$ cat src/rtl/dsi_link_pwr_pkg.sv
package dsi_link_pwr_pkg;

   localparam int OP_W = 3;

   typedef enum logic [1:0] {
      LS_INIT  = 2'd0,
      LS_STOP  = 2'd1,
      LS_HSCLK = 2'd2,
      LS_ULPS  = 2'd3
   } link_state_e;

   typedef enum logic [OP_W-1:0] {
      OP_LINK_UP    = 3'd0,
      OP_HS_CLK_ON  = 3'd1,
      OP_XFER_HS    = 3'd2,
      OP_XFER_LP    = 3'd3,
      OP_ULPS_ENTER = 3'd4,
      OP_ULPS_EXIT  = 3'd5
   } link_op_e;

   // Decision for one command in the current state
   typedef struct packed {
      logic        ok;          // legal, immediate ok response
      logic        start_seq;   // launch the link-up sequence instead
      logic        upd_state;
      link_state_e new_state;
      logic        upd_clk;
      logic        clk_val;
      logic        upd_path;
      logic        path_val;
   } cmd_verdict_t;

endpackage

$ cat src/rtl/dsi_lane_mask_dec.sv
module dsi_lane_mask_dec #(
   parameter  int NUM_DATA_LANES = 4,
   localparam int LANE_W = NUM_DATA_LANES + 1,
   localparam int LCNT_W = $clog2(NUM_DATA_LANES + 1)
)(
   input  logic [LCNT_W-1:0] lane_cnt,
   output logic [LANE_W-1:0] mask,
   output logic              valid
);

   generate
      if (NUM_DATA_LANES < 1 || NUM_DATA_LANES > 8) begin : g_bad_lanes
         $error("NUM_DATA_LANES must lie in 1..8");
      end
   endgenerate

   // clock lane always on when any lane is enabled
   assign mask[0] = 1'b1;

   generate
      for (genvar i = 0; i < NUM_DATA_LANES; i++) begin : g_data_lane
         assign mask[i+1] = (lane_cnt > LCNT_W'(i));
      end
   endgenerate

   assign valid = (lane_cnt != '0) && (lane_cnt <= LCNT_W'(NUM_DATA_LANES));

endmodule

$ cat src/rtl/dsi_bounded_poll.sv
module dsi_bounded_poll #(
   parameter  int TRIES = 100,
   localparam int CW    = $clog2(TRIES + 1)
)(
   input  logic clk,
   input  logic rst_n,
   input  logic arm,
   input  logic cond,
   output logic active,
   output logic pass,
   output logic expire
);

   generate
      if (TRIES < 1) begin : g_bad_tries
         $error("TRIES must be at least 1");
      end
   endgenerate

   logic          act_q;
   logic [CW-1:0] cnt_q;

   // one sample per cycle while active; cnt_q counts samples already failed
   assign active = act_q;
   assign pass   = act_q & cond;
   assign expire = act_q & ~cond & (cnt_q == CW'(TRIES - 1));

   always_ff @(posedge clk or negedge rst_n) begin
      if (!rst_n) begin
         act_q <= 1'b0;
         cnt_q <= '0;
      end else if (arm) begin
         act_q <= 1'b1;
         cnt_q <= '0;
      end else if (pass || expire) begin
         act_q <= 1'b0;
         cnt_q <= '0;
      end else if (act_q) begin
         cnt_q <= cnt_q + 1'b1;
      end
   end

endmodule

$ cat src/rtl/dsi_cmd_gate.sv
module dsi_cmd_gate
   import dsi_link_pwr_pkg::*;
(
   input  logic [OP_W-1:0] op,
   input  link_state_e     cur,
   input  logic            clk_bypass,
   input  logic            lanes_ok,
   output cmd_verdict_t    verdict
);

   always_comb begin
      verdict           = '0;
      verdict.new_state = cur;
      case (op)
         OP_LINK_UP: begin
            if (cur == LS_INIT) begin
               verdict.start_seq = lanes_ok;
               verdict.ok        = 1'b0;
            end else begin
               verdict.ok = 1'b1;
            end
         end
         OP_HS_CLK_ON: begin
            if (cur == LS_STOP && !clk_bypass) begin
               verdict.ok        = 1'b1;
               verdict.upd_state = 1'b1;
               verdict.new_state = LS_HSCLK;
               verdict.upd_clk   = 1'b1;
               verdict.clk_val   = 1'b1;
               verdict.upd_path  = 1'b1;
               verdict.path_val  = 1'b1;
            end
         end
         OP_XFER_HS: begin
            if (cur == LS_HSCLK) begin
               verdict.ok       = 1'b1;
               verdict.upd_path = 1'b1;
               verdict.path_val = 1'b1;
            end
         end
         OP_XFER_LP: begin
            if (cur == LS_STOP || cur == LS_HSCLK) begin
               verdict.ok       = 1'b1;
               verdict.upd_path = 1'b1;
               verdict.path_val = 1'b0;
            end
         end
         OP_ULPS_ENTER: begin
            if (cur == LS_STOP || cur == LS_HSCLK) begin
               verdict.ok        = 1'b1;
               verdict.upd_state = 1'b1;
               verdict.new_state = LS_ULPS;
               verdict.upd_clk   = 1'b1;
               verdict.clk_val   = 1'b0;
               verdict.upd_path  = 1'b1;
               verdict.path_val  = 1'b0;
            end
         end
         OP_ULPS_EXIT: begin
            if (cur == LS_ULPS) begin
               verdict.ok        = 1'b1;
               verdict.upd_state = 1'b1;
               verdict.new_state = LS_STOP;
            end
         end
         default: verdict.ok = 1'b0;
      endcase
   end

endmodule

$ cat src/rtl/dsi_link_pwr_ctrl.sv
module dsi_link_pwr_ctrl
   import dsi_link_pwr_pkg::*;
#(
   parameter  int NUM_DATA_LANES = 4,
   parameter  int PLL_TRIES      = 1000,
   parameter  int STOP_TRIES     = 100,
   localparam int LANE_W         = NUM_DATA_LANES + 1,
   localparam int LCNT_W         = $clog2(NUM_DATA_LANES + 1)
)(
   input  logic              clk,
   input  logic              rst_n,
   input  logic              cmd_valid,
   input  logic [OP_W-1:0]   cmd_op,
   input  logic [LCNT_W-1:0] cfg_lane_cnt,
   input  logic              cfg_clk_bypass,
   input  logic              pll_stable,
   input  logic              lanes_stopped,
   output logic              busy,
   output logic              rsp_ok,
   output logic              rsp_err,
   output logic [1:0]        link_state,
   output logic [LANE_W-1:0] lane_en,
   output logic              fifo_ptr_rst,
   output logic              irq_clr,
   output logic              pll_en,
   output logic              hs_clk_en,
   output logic              vid_path_hs,
   output logic              cmd_path_hs
);

   generate
      if (PLL_TRIES < 1 || STOP_TRIES < 1) begin : g_bad_limits
         $error("poll limits must be at least 1");
      end
   endgenerate

   link_state_e       state_q;
   logic [LANE_W-1:0] lane_en_q;
   logic              pll_en_q, hs_clk_q, vid_hs_q, cmd_hs_q;
   logic              fifo_rst_q, irq_clr_q, rsp_ok_q, rsp_err_q;

   logic [LANE_W-1:0] dec_mask;
   logic              dec_ok;
   cmd_verdict_t      vd;
   logic              accept, seq_go;
   logic              pll_act, pll_pass, pll_expire;
   logic              lane_act, lane_pass, lane_expire;

   dsi_lane_mask_dec #(.NUM_DATA_LANES(NUM_DATA_LANES)) u_mask (
      .lane_cnt (cfg_lane_cnt),
      .mask     (dec_mask),
      .valid    (dec_ok)
   );

   dsi_cmd_gate u_gate (
      .op         (cmd_op),
      .cur        (state_q),
      .clk_bypass (cfg_clk_bypass),
      .lanes_ok   (dec_ok),
      .verdict    (vd)
   );

   assign busy   = pll_act | lane_act;
   assign accept = cmd_valid & ~busy;
   assign seq_go = accept & vd.start_seq;

   // PLL lock wait, then lane stop-state wait
   dsi_bounded_poll #(.TRIES(PLL_TRIES)) u_pll_poll (
      .clk    (clk),
      .rst_n  (rst_n),
      .arm    (seq_go),
      .cond   (pll_stable),
      .active (pll_act),
      .pass   (pll_pass),
      .expire (pll_expire)
   );

   dsi_bounded_poll #(.TRIES(STOP_TRIES)) u_lane_poll (
      .clk    (clk),
      .rst_n  (rst_n),
      .arm    (pll_pass),
      .cond   (lanes_stopped),
      .active (lane_act),
      .pass   (lane_pass),
      .expire (lane_expire)
   );

   always_ff @(posedge clk or negedge rst_n) begin
      if (!rst_n) begin
         state_q    <= LS_INIT;
         lane_en_q  <= '0;
         pll_en_q   <= 1'b0;
         hs_clk_q   <= 1'b0;
         vid_hs_q   <= 1'b0;
         cmd_hs_q   <= 1'b0;
         fifo_rst_q <= 1'b0;
         irq_clr_q  <= 1'b0;
         rsp_ok_q   <= 1'b0;
         rsp_err_q  <= 1'b0;
      end else begin
         fifo_rst_q <= 1'b0;
         irq_clr_q  <= 1'b0;
         rsp_ok_q   <= 1'b0;
         rsp_err_q  <= 1'b0;
         if (accept) begin
            if (vd.start_seq) begin
               lane_en_q  <= dec_mask;
               pll_en_q   <= 1'b1;
               fifo_rst_q <= 1'b1;
               irq_clr_q  <= 1'b1;
            end else begin
               rsp_ok_q  <= vd.ok;
               rsp_err_q <= ~vd.ok;
               if (vd.ok) begin
                  if (vd.upd_state) state_q  <= vd.new_state;
                  if (vd.upd_clk)   hs_clk_q <= vd.clk_val;
                  if (vd.upd_path) begin
                     vid_hs_q <= vd.path_val;
                     cmd_hs_q <= vd.path_val;
                  end
               end
            end
         end
         if (pll_expire || lane_expire) begin
            rsp_err_q <= 1'b1;
            pll_en_q  <= 1'b0;
            lane_en_q <= '0;
         end
         if (lane_pass) begin
            state_q  <= LS_STOP;
            rsp_ok_q <= 1'b1;
         end
      end
   end

   assign link_state   = state_q;
   assign lane_en      = lane_en_q;
   assign pll_en       = pll_en_q;
   assign hs_clk_en    = hs_clk_q;
   assign vid_path_hs  = vid_hs_q;
   assign cmd_path_hs  = cmd_hs_q;
   assign fifo_ptr_rst = fifo_rst_q;
   assign irq_clr      = irq_clr_q;
   assign rsp_ok       = rsp_ok_q;
   assign rsp_err      = rsp_err_q;

endmodule

$ cat config.mk
export PLATFORM = sky130hd
export DESIGN_NAME = dsi_link_pwr_ctrl
export DESIGN_NICKNAME = d
export VERILOG_FILES = /design/src/rtl/dsi_link_pwr_pkg.sv /design/src/rtl/dsi_lane_mask_dec.sv /design/src/rtl/dsi_bounded_poll.sv /design/src/rtl/dsi_cmd_gate.sv /design/src/rtl/dsi_link_pwr_ctrl.sv
export SDC_FILE = /design/constraint.sdc
export NUM_CORES = 1
export LEC_CHECK = 0
export BUFFER_PORTS_ARGS = -buffer_cell sky130_fd_sc_hd__buf_4
export CAP_MARGIN = 20
export CORE_UTILIZATION = 43
export DETAILED_ROUTE_END_ITERATION = 10
export PLACE_DENSITY = 0.66
export SLEW_MARGIN = 30
export SYNTH_ARGS = -nofsm -noshare
export SYNTH_HDL_FRONTEND = slang
export SYNTH_SLANG_ARGS = --single-unit
$ cat constraint.sdc
create_clock -name clk -period 1.65 [get_ports clk]
set_input_delay 0.33 -clock clk [delete_from_list [all_inputs] [get_ports clk]]
set_output_delay 0.33 -clock clk [all_outputs]
set_load 0.05 [all_outputs]
**Word level (Yosys, flattened, before mapping)**

Index checks and enable logic that the tools add are counted.

- Output and inout port bits: 16
- Register bits after elaboration: 32

- $lt $le $gt $ge: 5
- Eq/ne operators: 14
- Muxes and demuxes: 45
- $add $sub $neg: 2
- Reduce and logical (&&, ||, !) cells: 25
- Bitwise gates (word level): 14

Operator list:

| kind | number |
|---|---|
| 7-bit two-way mux | 5 |
| 10-bit two-way mux | 3 |
| 1-bit two-way mux | 22 |
| 5-bit two-way mux | 3 |
| 2-bit two-way mux | 7 |
| 2-bit nonzero test | 7 |
| 10-bit by 1-bit adder with 10-bit output (second input constant) | 1 |
| 10-bit equality test (second input constant) | 1 |
| 3-bit by 1-bit != test with 1-bit output (second input constant) | 3 |
| 3-bit case mux with 3 select lines | 1 |
| 3-bit nonzero test | 3 |
| 1-bit bitwise AND | 8 |
| 2-bit case mux with 4 select lines | 1 |
| 4-bit AND reduction | 2 |
| 8-bit AND reduction | 1 |
| 7-bit by 1-bit adder with 7-bit output (second input constant) | 1 |
| 7-bit equality test (second input constant) | 1 |
| 3-bit by 2-bit equality test with 1-bit output (second input constant) | 2 |
| 3-bit equality test (second input constant) | 2 |
| 3-bit by 1-bit > comparator with 1-bit output (second input constant) | 2 |
| 3-bit by 2-bit > comparator with 1-bit output (second input constant) | 2 |
| 1-bit inverter | 5 |
| 1-bit case mux with 5 select lines | 1 |
| 2-bit equality test (second input constant) | 2 |
| 15 further kinds | 19 |

**Logic depth before layout (Yosys ltp)**

Gate-level depths: netlist of run 1.

- Depth after elaboration: 9
- Mapped depth: 7
- Gate-level depth less buffers: 6

**By module**

Synthesis of run 1 repeated with hierarchy kept, for this count alone.

- Cell total of the unflattened synthesis: 222
- Area, all modules: 2,070.7 um^2

By module, submodules not included:

| module | seq. area each (um^2) | times used | cells an instance | area each (um^2) |
|---|---|---|---|---|
| dsi_bounded_poll at u_pll_poll | 275.3 | 1 | 69 | 621.8 |
| dsi_link_pwr_ctrl | 325.3 | 1 | 47 | 575.6 |
| dsi_bounded_poll at u_lane_poll | 200.2 | 1 | 53 | 479.2 |
| dsi_cmd_gate | 0.0 | 1 | 45 | 339.1 |
| dsi_lane_mask_dec | 0.0 | 1 | 8 | 55.1 |

**Worst setup path after synthesis of run 1**

OpenSTA, ideal clock, no wires.

- Kind: register -> register
- Start: reg state_q[1], in the netlist link_state[1]
- End: reg state_q[0], in the netlist link_state[0]
- Setup time: 0.126 ns
- Stages on the path, launching flop included: 7
- Setup slack: -0.310 ns
- Arrival time: 1.835 ns
- Period minus slack after synthesis: 1.960 ns
- Buffers on the path: 0
- Path through: dfrtp_1 > inv_1 > ha_1 > or4bb_1 > nor2_1 > a21oi_1 > a221o_1

- Word-level cells in the longest chain between the ends: 6
- Elaborated cells between the ends (all ways): 25
- Those cells by class: eq/ne: 7; mux: 12; reduce/logical: 6

RTL lines:

| element | line | RTL |
|---|---|---|
| start, declared | dsi_link_pwr_ctrl.sv:37 | `link_state_e state_q;` |
| start signal, assigned | dsi_link_pwr_ctrl.sv:115 | `if (vd.upd_state) state_q <= vd.new_state;` |
| 2-bit by 1-bit equality test with 1-bit output / 2-bit equality test (equally long branches) | n/a |  |
| 1-bit logical OR / 1-bit logical AND (equally long branches) | dsi_cmd_gate.sv:42, dsi_cmd_gate.sv:49, dsi_cmd_gate.sv:24 |  |
| 1-bit two-way mux, or another cell as far along | dsi_cmd_gate.sv:42, dsi_cmd_gate.sv:49 |  |
| 1-bit case mux with 5 select lines / 3-bit case mux with 3 select lines (equally long branches) | dsi_cmd_gate.sv:14 | `case (op)` |
| 2-bit nonzero test (no line) | n/a |  |
| 8-bit AND reduction (no line) * | n/a |  |

Mark *: on every way between the ends. The rest lies on a longest branch, timed or not. The select of a mux whose other input is x is not followed.
A chain may end at the register's enable or synchronous reset.

**Final worst setup path of run 1**

Same ends and word-level chain as after synthesis.

==> reports/qor.yml, run 1 <==
worst_slack_ns: -0.0128
max_freq_mhz: 601
cts_sinks: 31
vias: 1500
ys_async_sr_fraction_pct: 100
required_ns: 1.82
drt.antenna.violating_nets: 0
whs_endpoint: "u_lane_poll.cnt_q[2]$_DFFE_PN0P_"
cts_buffer_depth: 2
cp_cell_sequence: "inv_2 > ha_1 > or4bb_4 > nor2_4 > a21oi_1 > a221o_1"
fin_crit_ns: 1.66
worstReg2RegEnd: "link_state[0]$_DFFE_PN0P_"
setup_viol: 1
place_congestion: 0.829
netlist_area_um2: 1720
antenna_cells: 0
synth_edf_count: 0
worstPathMaxFanout: 3
critPathKind: "reg2reg"
dieArea_um2: 4250
die_width_um: 65.2
slowest_stage: "or4bb_4"
overflow: 0
grt_max_degree: 32
rsz0062_at_grt: "yes"
drc: 0
drt-initial-drc-count: 68
clk_latency_ns: 0.28
crit_path_end_kind: "register"
antenna_found_initial: 0
ys_seq_elements: 31
numCtsBuffers: 5
fp-row-count: 22
synth_nets: 200
io_buffers: 27
synth_ff_type: "dfrtp_1"
layout_commonest_cell: "buf_4"
tightest_slew_ns: 0.406
syn_avg_cell_area_um2: 9.49
wl_um: 3820
areaGrowthSynthToFinish_pct: 31.5
htree_levels: 2
io_pins: 28
slew_viol_final: 0
fill_cells: 339
cts_tree: "yes"
drv_cap: 0
layout_common_cells: "47 x buf_4, 29 x dfrtp_1, 17 x nand2_1"
initial_core_util_pct: 45.9
hold_start: "pll_stable"
violations: "setup timing"
track_usage_pct: 19.2
power_density_nw_per_um2: 1220
slowest_delay_ns: 0.48
worstSetupStartpointType: "register"
drt-wirelength-per-cell_um: 13.9
ys_seq_area_share_pct: 45.2
status: "finished, violations left"
yosys_warnings: 0
p_leak_nw: 1.06
clk_pin_slew_ns: 0.06
drive_above_1_share_pct: 32.0
ir_worst_vdd_mv: 0.507
r2r_start: "link_state[1]$_DFFE_PN0P_"
r2r_slack_ns: -0.01
finalHoldWorstSlack_ns: 0.299
holdPathStages: 2
layout.nets: 246
dieHeight_um: 65.2
synthCells: 181
hold_viol: 0
crit_arrival_ns: 1.83
hold_class: "in2reg"
fin_setup_tns_ns: -0.0128
grt_pass1_wl_um: 6150
hpwlAfterDp_um: 2710
fin_crit_sh_pct: 101
first_global_vias: 1390
core_um2: 3740
root_buffer: "clkbuf_8"
rr_worst_depth: 6
firstDrtPassIters: 4
avgViaCountPerCell: 5.43
slew_headroom_pct: 72.9
fin_skew_ns: 0.00360
synth.distinct_cells: 47
repair_timing:
action                                  in CTS  in global routing
pin swaps                                    3                  2
gates resized for setup                      4                  5
buffers inserted                             1                  3
endpoints found under the setup margin       4                 14
hold endpoints to repair                    31                  0
cloned                                       0                  0
hold buffers                                 1                  0
Yosys cell counts (3+ instances only):
cell type,number,area (µm²)
o21ai_0,12,60.1
ha_1,7,87.6
xor2_1,3,26.3
buf_4,3,22.5
dfrtp_1,31,776
xnor2_1,4,35.0
nand2_1,17,63.8
nand2b_1,3,18.8
nor3_1,7,35.0
nor2_1,17,63.8
inv_1,10,37.5
and3_1,3,18.8
o22ai_1,4,25.0
buf_2,4,20.0
nand4_1,5,31.3
nand3_1,4,20.0
a21oi_1,11,55.1
registers in the layout, summed over array words and instances (netlist names):
signal              flops
cmd_path_hs             1
hs_clk_en               1
irq_clr                 1
lane_en                 5
link_state              2
rsp_err                 1
rsp_ok                  1
u_lane_poll.active      1
u_lane_poll.cnt_q       7
u_pll_poll.active       1
u_pll_poll.cnt_q       10
routing by layer:
metal,vias to the layer above,track usage (%),share of wire [%]
li1,738,-,-
met1,723,24.2,45
met2,32,31.7,49
met3,7,4.17,4.1
met4,0,8.15,1.4
met5,-,0,0
power breakdown:
group	total [W]	switching (W)	leakage, nW	internal [W]
clock network	0.000766	0.000278	0.0612	0.000488
registers	0.00101	0.000115	0.387	0.000899
logic	0.000974	0.000582	0.615	0.000391
how the worst max path moves through the flow:
| stage | start | end | cells past startpoint | slack, ns |
|---|---|---|---|---|
| floorplan | link_state[1]$_DFFE_PN0P_ | link_state[0]$_DFFE_PN0P_ | 6 | -0.09 |
| global placement | cfg_lane_cnt[1] | link_state[0]$_DFFE_PN0P_ | 7 | -0.01 |
| detailed placement | cfg_lane_cnt[1] | link_state[1]$_DFFE_PN0P_ | 7 | -0.1 |
| CTS | link_state[0]$_DFFE_PN0P_ | link_state[1]$_DFFE_PN0P_ | 6 | -0.01 |
| global route | link_state[1]$_DFFE_PN0P_ | link_state[0]$_DFFE_PN0P_ | 6 | -0.1 |
| finish | link_state[1]$_DFFE_PN0P_ | link_state[0]$_DFFE_PN0P_ | 6 | -0.01 |
critical path: cells and delay by family (launching register included):
kind	cells	cell delay, ns
adder cells (fa/ha/maj)	1	0.13
AO/OA/AOI/OAI	2	0.34
flip-flops	1	0.41
buffers and inverters	1	0.07
AND/OR/NAND/NOR	2	0.60
through the flow:
step	area (µm²)	utilization (%)	total power, W	instances	worst slack [ns]
2_1_floorplan	1730	-	0.00164	181	-0.0898
3_3_place_gp	2070	55.2	0.00190	263	-0.0149
3_5_place_dp	2070	55.2	0.00192	263	-0.0971
4_1_cts	2210	59.1	0.00272	273	-0.0114
5_1_grt	2260	60.3	0.00290	276	-0.0959
6_report	2260	60.3	0.00275	276	-0.0128
logic make-up after synthesis:
logic type / Yosys count / share of synthesized area [%]
xor gates and xnor gates: 7 / 3.57
AOI/OAI and AO/OA: 40 / 14.9
buffers and inverters: 19 / 5.10
muxes: 2 / 1.24
and+or+nand+nor: 75 / 25.0
DFF: 31 / 45.2
adders and majority gates: 7 / 5.10
cell type report:
cell class              instances  area [µm²]  area share (%)
well taps                      48        60.1            2.66
repair buffers                 48         363            16.1
flip-flops and latches         31         778            34.5
clock buffers                   6        82.6            3.66
multi-input cells             131         902            39.9
inverters                      10        37.5            1.66
clock inverters                 2        35.0            1.55
Note: power is estimated with default switching activity, not from simulation.
==> inputs of run 2 (changes only) <==
--- a/config.mk
+++ b/config.mk
@@ -9,7 +9,8 @@
 export CAP_MARGIN = 20
 export CORE_UTILIZATION = 43
 export DETAILED_ROUTE_END_ITERATION = 10
-export PLACE_DENSITY = 0.66
+export PLACE_DENSITY = 0.74
+export SETUP_SLACK_MARGIN = 0.4
 export SLEW_MARGIN = 30
 export SYNTH_ARGS = -nofsm -noshare
 export SYNTH_HDL_FRONTEND = slang
==> run 2 against run 1 <==
The run still ends with setup timing left. Power rose by 0.11%. Cell count rose by 4.0%. Combinational power rose by 22%. Wire length rose by 6.3%. Global-route usage rose by 1.7 points. Via count rose by 4.3%. Utilization rose by 6.3 points. Clock skew barely moved. Critical endpoint unchanged. Largest cell class unchanged.
==> reports/qor.yml, run 2 (synthesis results as in run 1) <==
antenna_cells: 0
drive_above_1_share_pct: 44.4
status: "finished, violations left"
slew_viol_final: 0
slew_headroom_pct: 69.9
max_freq_mhz: 582
crit_arrival_ns: 1.86
vias: 1564
p_seq_share_pct: 37.1
cp_cell_sequence: "inv_4 > ha_4 > or4bb_4 > nor2_4 > a21oi_2 > a221o_1"
cts_tree: "yes"
numCtsBuffers: 5
p_sw_w: 0.00103
rr_worst_depth: 6
placed_cell_area_um2: 2090
violations: "setup timing"
overflow: 0
drc: 0
avgViaCountPerCell: 5.45
r2r_slack_ns: -0.07
crit_path_end_kind: "register"
layout_commonest_cell: "buf_4"
p_leak_nw: 1.14
drt.antenna.violating_nets: 0
critPathKind: "reg2reg"
root_buffer: "clkbuf_8"
r2r_start: "link_state[1]$_DFFE_PN0P_"
setup_viol: 2
worstPathMaxFanout: 3
hpwlAfterDp_um: 2580
fin_skew_ns: 0.00407
fin_crit_ns: 1.72
critPathLaunch: "link_state[1]$_DFFE_PN0P_"
clk_latency_ns: 0.27
htree_levels: 2
tightest_slew_ns: 0.450
drt-wirelength-per-cell_um: 14.2
fin_crit_sh_pct: 104
pwr-share-comb_pct: 43.1
dpl.cell_count: 264
die_width_um: 65.2
worstSetupStartpointType: "register"
cts_sinks: 31
stdcell_area_um2: 2490
fin_setup_tns_ns: -0.0793
worstReg2RegEnd: "link_state[0]$_DFFE_PN0P_"
cts_buffer_depth: 2
core_um2: 3740
rsz0062_at_grt: "yes"
internal_power_w: 0.00172
io_pins: 28
grt_max_degree: 32
fp-row-count: 22
hold_class: "in2reg"
slowest_delay_ns: 0.48
dieArea_um2: 4250
antenna_found_initial: 0
required_ns: 1.79
fill_cells: 301
drv_cap: 0
crit_end: "link_state[0]$_DFFE_PN0P_"
hold_viol: 0
grt_pass1_wl_um: 6800
power_density_nw_per_um2: 1110
ir_worst_vdd_mv: 0.616
wl_um: 4060
slowest_stage: "or4bb_4"
drt-initial-drc-count: 83
switching_share_pct: 37.4
clkPwrFrac_pct: 19.8
final_cells: 287
initial_core_util_pct: 45.9
io_buffers: 27
layout_common_cells: "48 x buf_4, 28 x dfrtp_1, 16 x nand2_1"
layout.nets: 257
largest_reg_flops: 10
dieHeight_um: 65.2
place_congestion: 0.813
track_usage_pct: 20.9
top_register: "u_pll_poll.cnt_q"
first_global_vias: 1531
clk_pin_slew_ns: 0.06
finalHoldWorstSlack_ns: 0.315
worst_slack_ns: -0.0693
areaGrowthSynthToFinish_pct: 45.2
firstDrtPassIters: 4
run 2: cell count changes in the layout (fill, tap and decap cells not counted), moves of 4 or more:
cell | before | now
a21oi_1 | 10 | 4
a21oi_2 | 2 | 7
buf_6 | 0 | 7
o21ai_0 | 10 | 6
o21ai_2 | 0 | 4
run 2: metal layers:
metal	global-route usage [%]	vias up	part of all wire [%]
met2	34.8	43	49
met4	6.79	0	2.0
li1	-	763	-
met3	5.21	8	4.5
met1	26.5	750	44
met5	0	-	0
run 2: critical path, delay by kind of cell (launching register included):
| kind | cells | cell delay, ns |
|---|---|---|
| AO/OA/AOI/OAI | 2 | 0.37 |
| adder cells (fa/ha/maj) | 1 | 0.11 |
| buffers and inverters | 1 | 0.08 |
| flip-flops | 1 | 0.42 |
| AND/OR/NAND/NOR | 2 | 0.62 |
run 2: worst min path at each step:
stage | start | to | slack [ns] | cells after the start
after floorplan | rst_n | cmd_path_hs$_DFFE_PN0P_ | 0.03 | 0
after global placement | rst_n | u_pll_poll.cnt_q[5]$_DFFE_PN0P_ | 0.29 | 1
after detailed placement | rst_n | u_pll_poll.cnt_q[8]$_DFFE_PN0P_ | 0.28 | 1
after CTS | pll_stable | u_lane_poll.cnt_q[2]$_DFFE_PN0P_ | 0.28 | 2
after global routing | pll_stable | u_lane_poll.cnt_q[2]$_DFFE_PN0P_ | 0.32 | 2
final | pll_stable | u_lane_poll.cnt_q[2]$_DFFE_PN0P_ | 0.31 | 2
run 2: what timing repair did:
item | in CTS | in global routing
resized for setup | 43 | 12
hold buffers | 1 | 0
pin swaps | 23 | 10
endpoints found under the hold margin | 31 | 0
setup buffers | 11 | 3
setup endpoints to repair | 33 | 33
run 2: layout make-up:
| class | count | area (µm²) | area share [%] |
|---|---|---|---|
| multi-input combinational | 131 | 1040 | 41.7 |
| sequential | 31 | 779 | 31.2 |
| timing repair buffer | 59 | 494 | 19.8 |
| clock buffer | 7 | 76.3 | 3.06 |
| tap | 48 | 60.1 | 2.41 |
| inverter | 10 | 40.0 | 1.60 |
| clock inverter | 1 | 5.00 | 0.201 |
run 2: power by group through the flow:
stage | clock [W] | sequential [W] | combinational, W
2_1_floorplan | 0 | 0.00125 | 0.000393
3_3_place_gp | 0 | 0.00102 | 0.000951
3_5_place_dp | 0 | 0.00102 | 0.000958
4_1_cts | 0.000563 | 0.00101 | 0.00114
5_1_grt | 0.000603 | 0.00104 | 0.00127
6_report | 0.000547 | 0.00102 | 0.00119
run 2: per-stage QoR:
stage               setup WS (ns)  util, %  power [W]
finish                    -0.0693     66.6    0.00276
global placement          -0.0473     55.8    0.00197
floorplan                 -0.0860        -    0.00164
detailed placement        -0.0907     55.8    0.00198
CTS                       -0.0361     65.0    0.00272
global route               -0.123     66.6    0.00291
==> inputs of run 3 (changes only) <==
--- a/config.mk
+++ b/config.mk
@@ -9,7 +9,7 @@
 export CAP_MARGIN = 20
 export CORE_UTILIZATION = 43
 export DETAILED_ROUTE_END_ITERATION = 10
-export PLACE_DENSITY = 0.74
+export PLACE_DENSITY = 0.66
 export SETUP_SLACK_MARGIN = 0.4
 export SLEW_MARGIN = 30
 export SYNTH_ARGS = -nofsm -noshare
==> run 3 against run 2 <==
The flow still finishes with violations (setup timing). Non-clock buffer count is 7 higher. Worst setup slack worse by 0.091 ns. Sequential power hardly changed. Worst hold slack worse by 0.029 ns. Sequential cell count stayed put. Combinational power is 8% higher.
==> reports/qor.yml, run 3 (synthesis results as in run 1) <==
status: "finished, violations left"
violations: "setup timing"
cts_sinks: 31
grt_max_degree: 32
slowest_stage: "or4bb_4"
ir_worst_vdd_mv: 0.881
critPathKind: "reg2reg"
internal_power_w: 0.00198
initial_core_util_pct: 45.9
drv_cap: 0
track_usage_pct: 21.7
hpwlAfterDp_um: 2790
slowest_delay_ns: 0.47
required_ns: 1.79
fin_skew_ns: 0.00539
crit_path_end_kind: "register"
firstDrtPassIters: 4
setup_viol: 5
top_register: "u_pll_poll.cnt_q"
first_global_vias: 1498
areaGrowthSynthToFinish_pct: 57.4
vias: 1592
layout_commonest_cell: "buf_4"
p_leak_nw: 1.21
fp-row-count: 22
core_um2: 3740
overflow: 0
worst_slack_ns: -0.160
use_met1_pct: 26.6
tightest_slew_ns: 0.432
pwr-share-comb_pct: 41.7
grtUsageMet3_pct: 6.77
worstPathMaxFanout: 3
hold_class: "in2reg"
stdcell_area_um2: 2700
hold_viol: 0
drt.antenna.violating_nets: 0
clkPwrFrac_pct: 25.0
root_buffer: "clkbuf_8"
grt.busiest_layer: "met2"
fin_crit_sh_pct: 110
drt-wirelength-per-cell_um: 15.6
drc: 0
avgViaCountPerCell: 5.41
io_pins: 28
crit_arrival_ns: 1.95
switching_share_pct: 36.1
htree_levels: 2
place_congestion: 0.824
wl_um: 4590
p_sw_w: 0.00111
dieHeight_um: 65.2
dieArea_um2: 4250
worstSetupStartpointType: "register"
p_seq_share_pct: 33.2
drt-initial-drc-count: 97
grt_pass1_wl_um: 6890
fin_crit_ns: 1.81
rsz0062_at_grt: "yes"
die_width_um: 65.2
numCtsBuffers: 5
antenna_cells: 0
cp_cell_sequence: "inv_4 > ha_4 > or4bb_4 > nor2_4 > o21ai_1 > a222oi_1"
fin_util_pct: 72.2
slew_viol_final: 0
largest_reg_flops: 10
met2_usage_pct: 35.6
power_density_nw_per_um2: 1140
clk_pin_slew_ns: 0.07
max_freq_mhz: 552
placed_cell_area_um2: 2080
cts_tree: "yes"
clk_latency_ns: 0.29
io_buffers: 27
drive_above_1_share_pct: 52.0
layout_common_cells: "52 x buf_4, 27 x dfrtp_1, 16 x nand2_1"
slew_headroom_pct: 70.9
antenna_found_initial: 0
layout.nets: 264
cts_buffer_depth: 2
==> run 3: cell count changes in the layout (fill, tap and decap cells not counted), sizes merged <==
cell,before,now
clkbuf,7,6
bufinv,0,1
buf,58,65
==> run 3: worst max-delay path, delay by kind of cell (launching register included) <==
family          cells  cell delay (ns)
compound gates      2             0.46
fa+ha+maj           1             0.11
buf+inv             1             0.08
flops               1             0.42
simple gates        2             0.59
==> run 3: layout make-up <==
type	instances	area [µm²]
Timing Repair Buffer	66	562
Sequential cell	31	781
Multi-Input combinational cell	131	1140
Inverter	10	47.5
Fill cell	251	1040
Clock inverter	2	35.0
Tap cell	48	60.1
Clock buffer	6	82.6
==> run 3: power groups by stage <==
stage / Clock [W] / Combinational [W] / Sequential [W]
after floorplan: 0 / 0.000393 / 0.00125
after global placement: 0 / 0.000891 / 0.00102
after detailed placement: 0 / 0.000908 / 0.00103
after CTS: 0.000786 / 0.00112 / 0.00102
after global routing: 0.000819 / 0.00138 / 0.00104
final: 0.000774 / 0.00129 / 0.00103
==> run 3: path summary, 6_finish.rpt <==
kind                       depth (start not counted)                          endpoint  slack (ns)                 startpoint
setup / recovery                                   6         link_state[1]$_DFFE_PN0P_       -0.16  link_state[1]$_DFFE_PN0P_
hold / removal                                     2  u_lane_poll.cnt_q[2]$_DFFE_PN0P_        0.29                 pll_stable
setup reg to reg                                   6         link_state[1]$_DFFE_PN0P_       -0.16  link_state[1]$_DFFE_PN0P_
hold reg to reg                                    1             hs_clk_en$_DFFE_PN0P_        0.53      hs_clk_en$_DFFE_PN0P_
max in group asynchronous                          2         link_state[1]$_DFFE_PN0P_        0.83                      rst_n
min in group asynchronous                          2           cmd_path_hs$_DFFE_PN0P_        0.50                      rst_n
==> run 3: metal layers <==
layer / up-vias / share of wire [%]
met5: - / 0
met4: 0 / 1.6
met3: 8 / 3.4
met2: 33 / 53
met1: 769 / 42
li1: 782 / -
==> run 3: timing repair <==
action,4_1_cts,5_1_grt
resized for setup,41,43
endpoints found under the hold margin,31,0
setup endpoints to repair,33,34
pin swaps,23,13
hold buffers,1,0
setup buffers,13,8
gates cloned,0,1
==> run 3: stage by stage <==
| stage | TNS, ns | total power (W) | hold slack (ns) | cells | setup slack, ns |
|---|---|---|---|---|---|
| floorplan | -0.362 | 0.00164 | 0.0344 | 181 | -0.0860 |
| global placement | -0.631 | 0.00191 | 0.282 | 263 | -0.0438 |
| detailed placement | -1.59 | 0.00194 | 0.281 | 263 | -0.176 |
| CTS | -0.0709 | 0.00292 | 0.276 | 285 | -0.0475 |
| global route | -0.717 | 0.00324 | 0.297 | 294 | -0.223 |
| finish | -0.262 | 0.00309 | 0.285 | 294 | -0.160 |
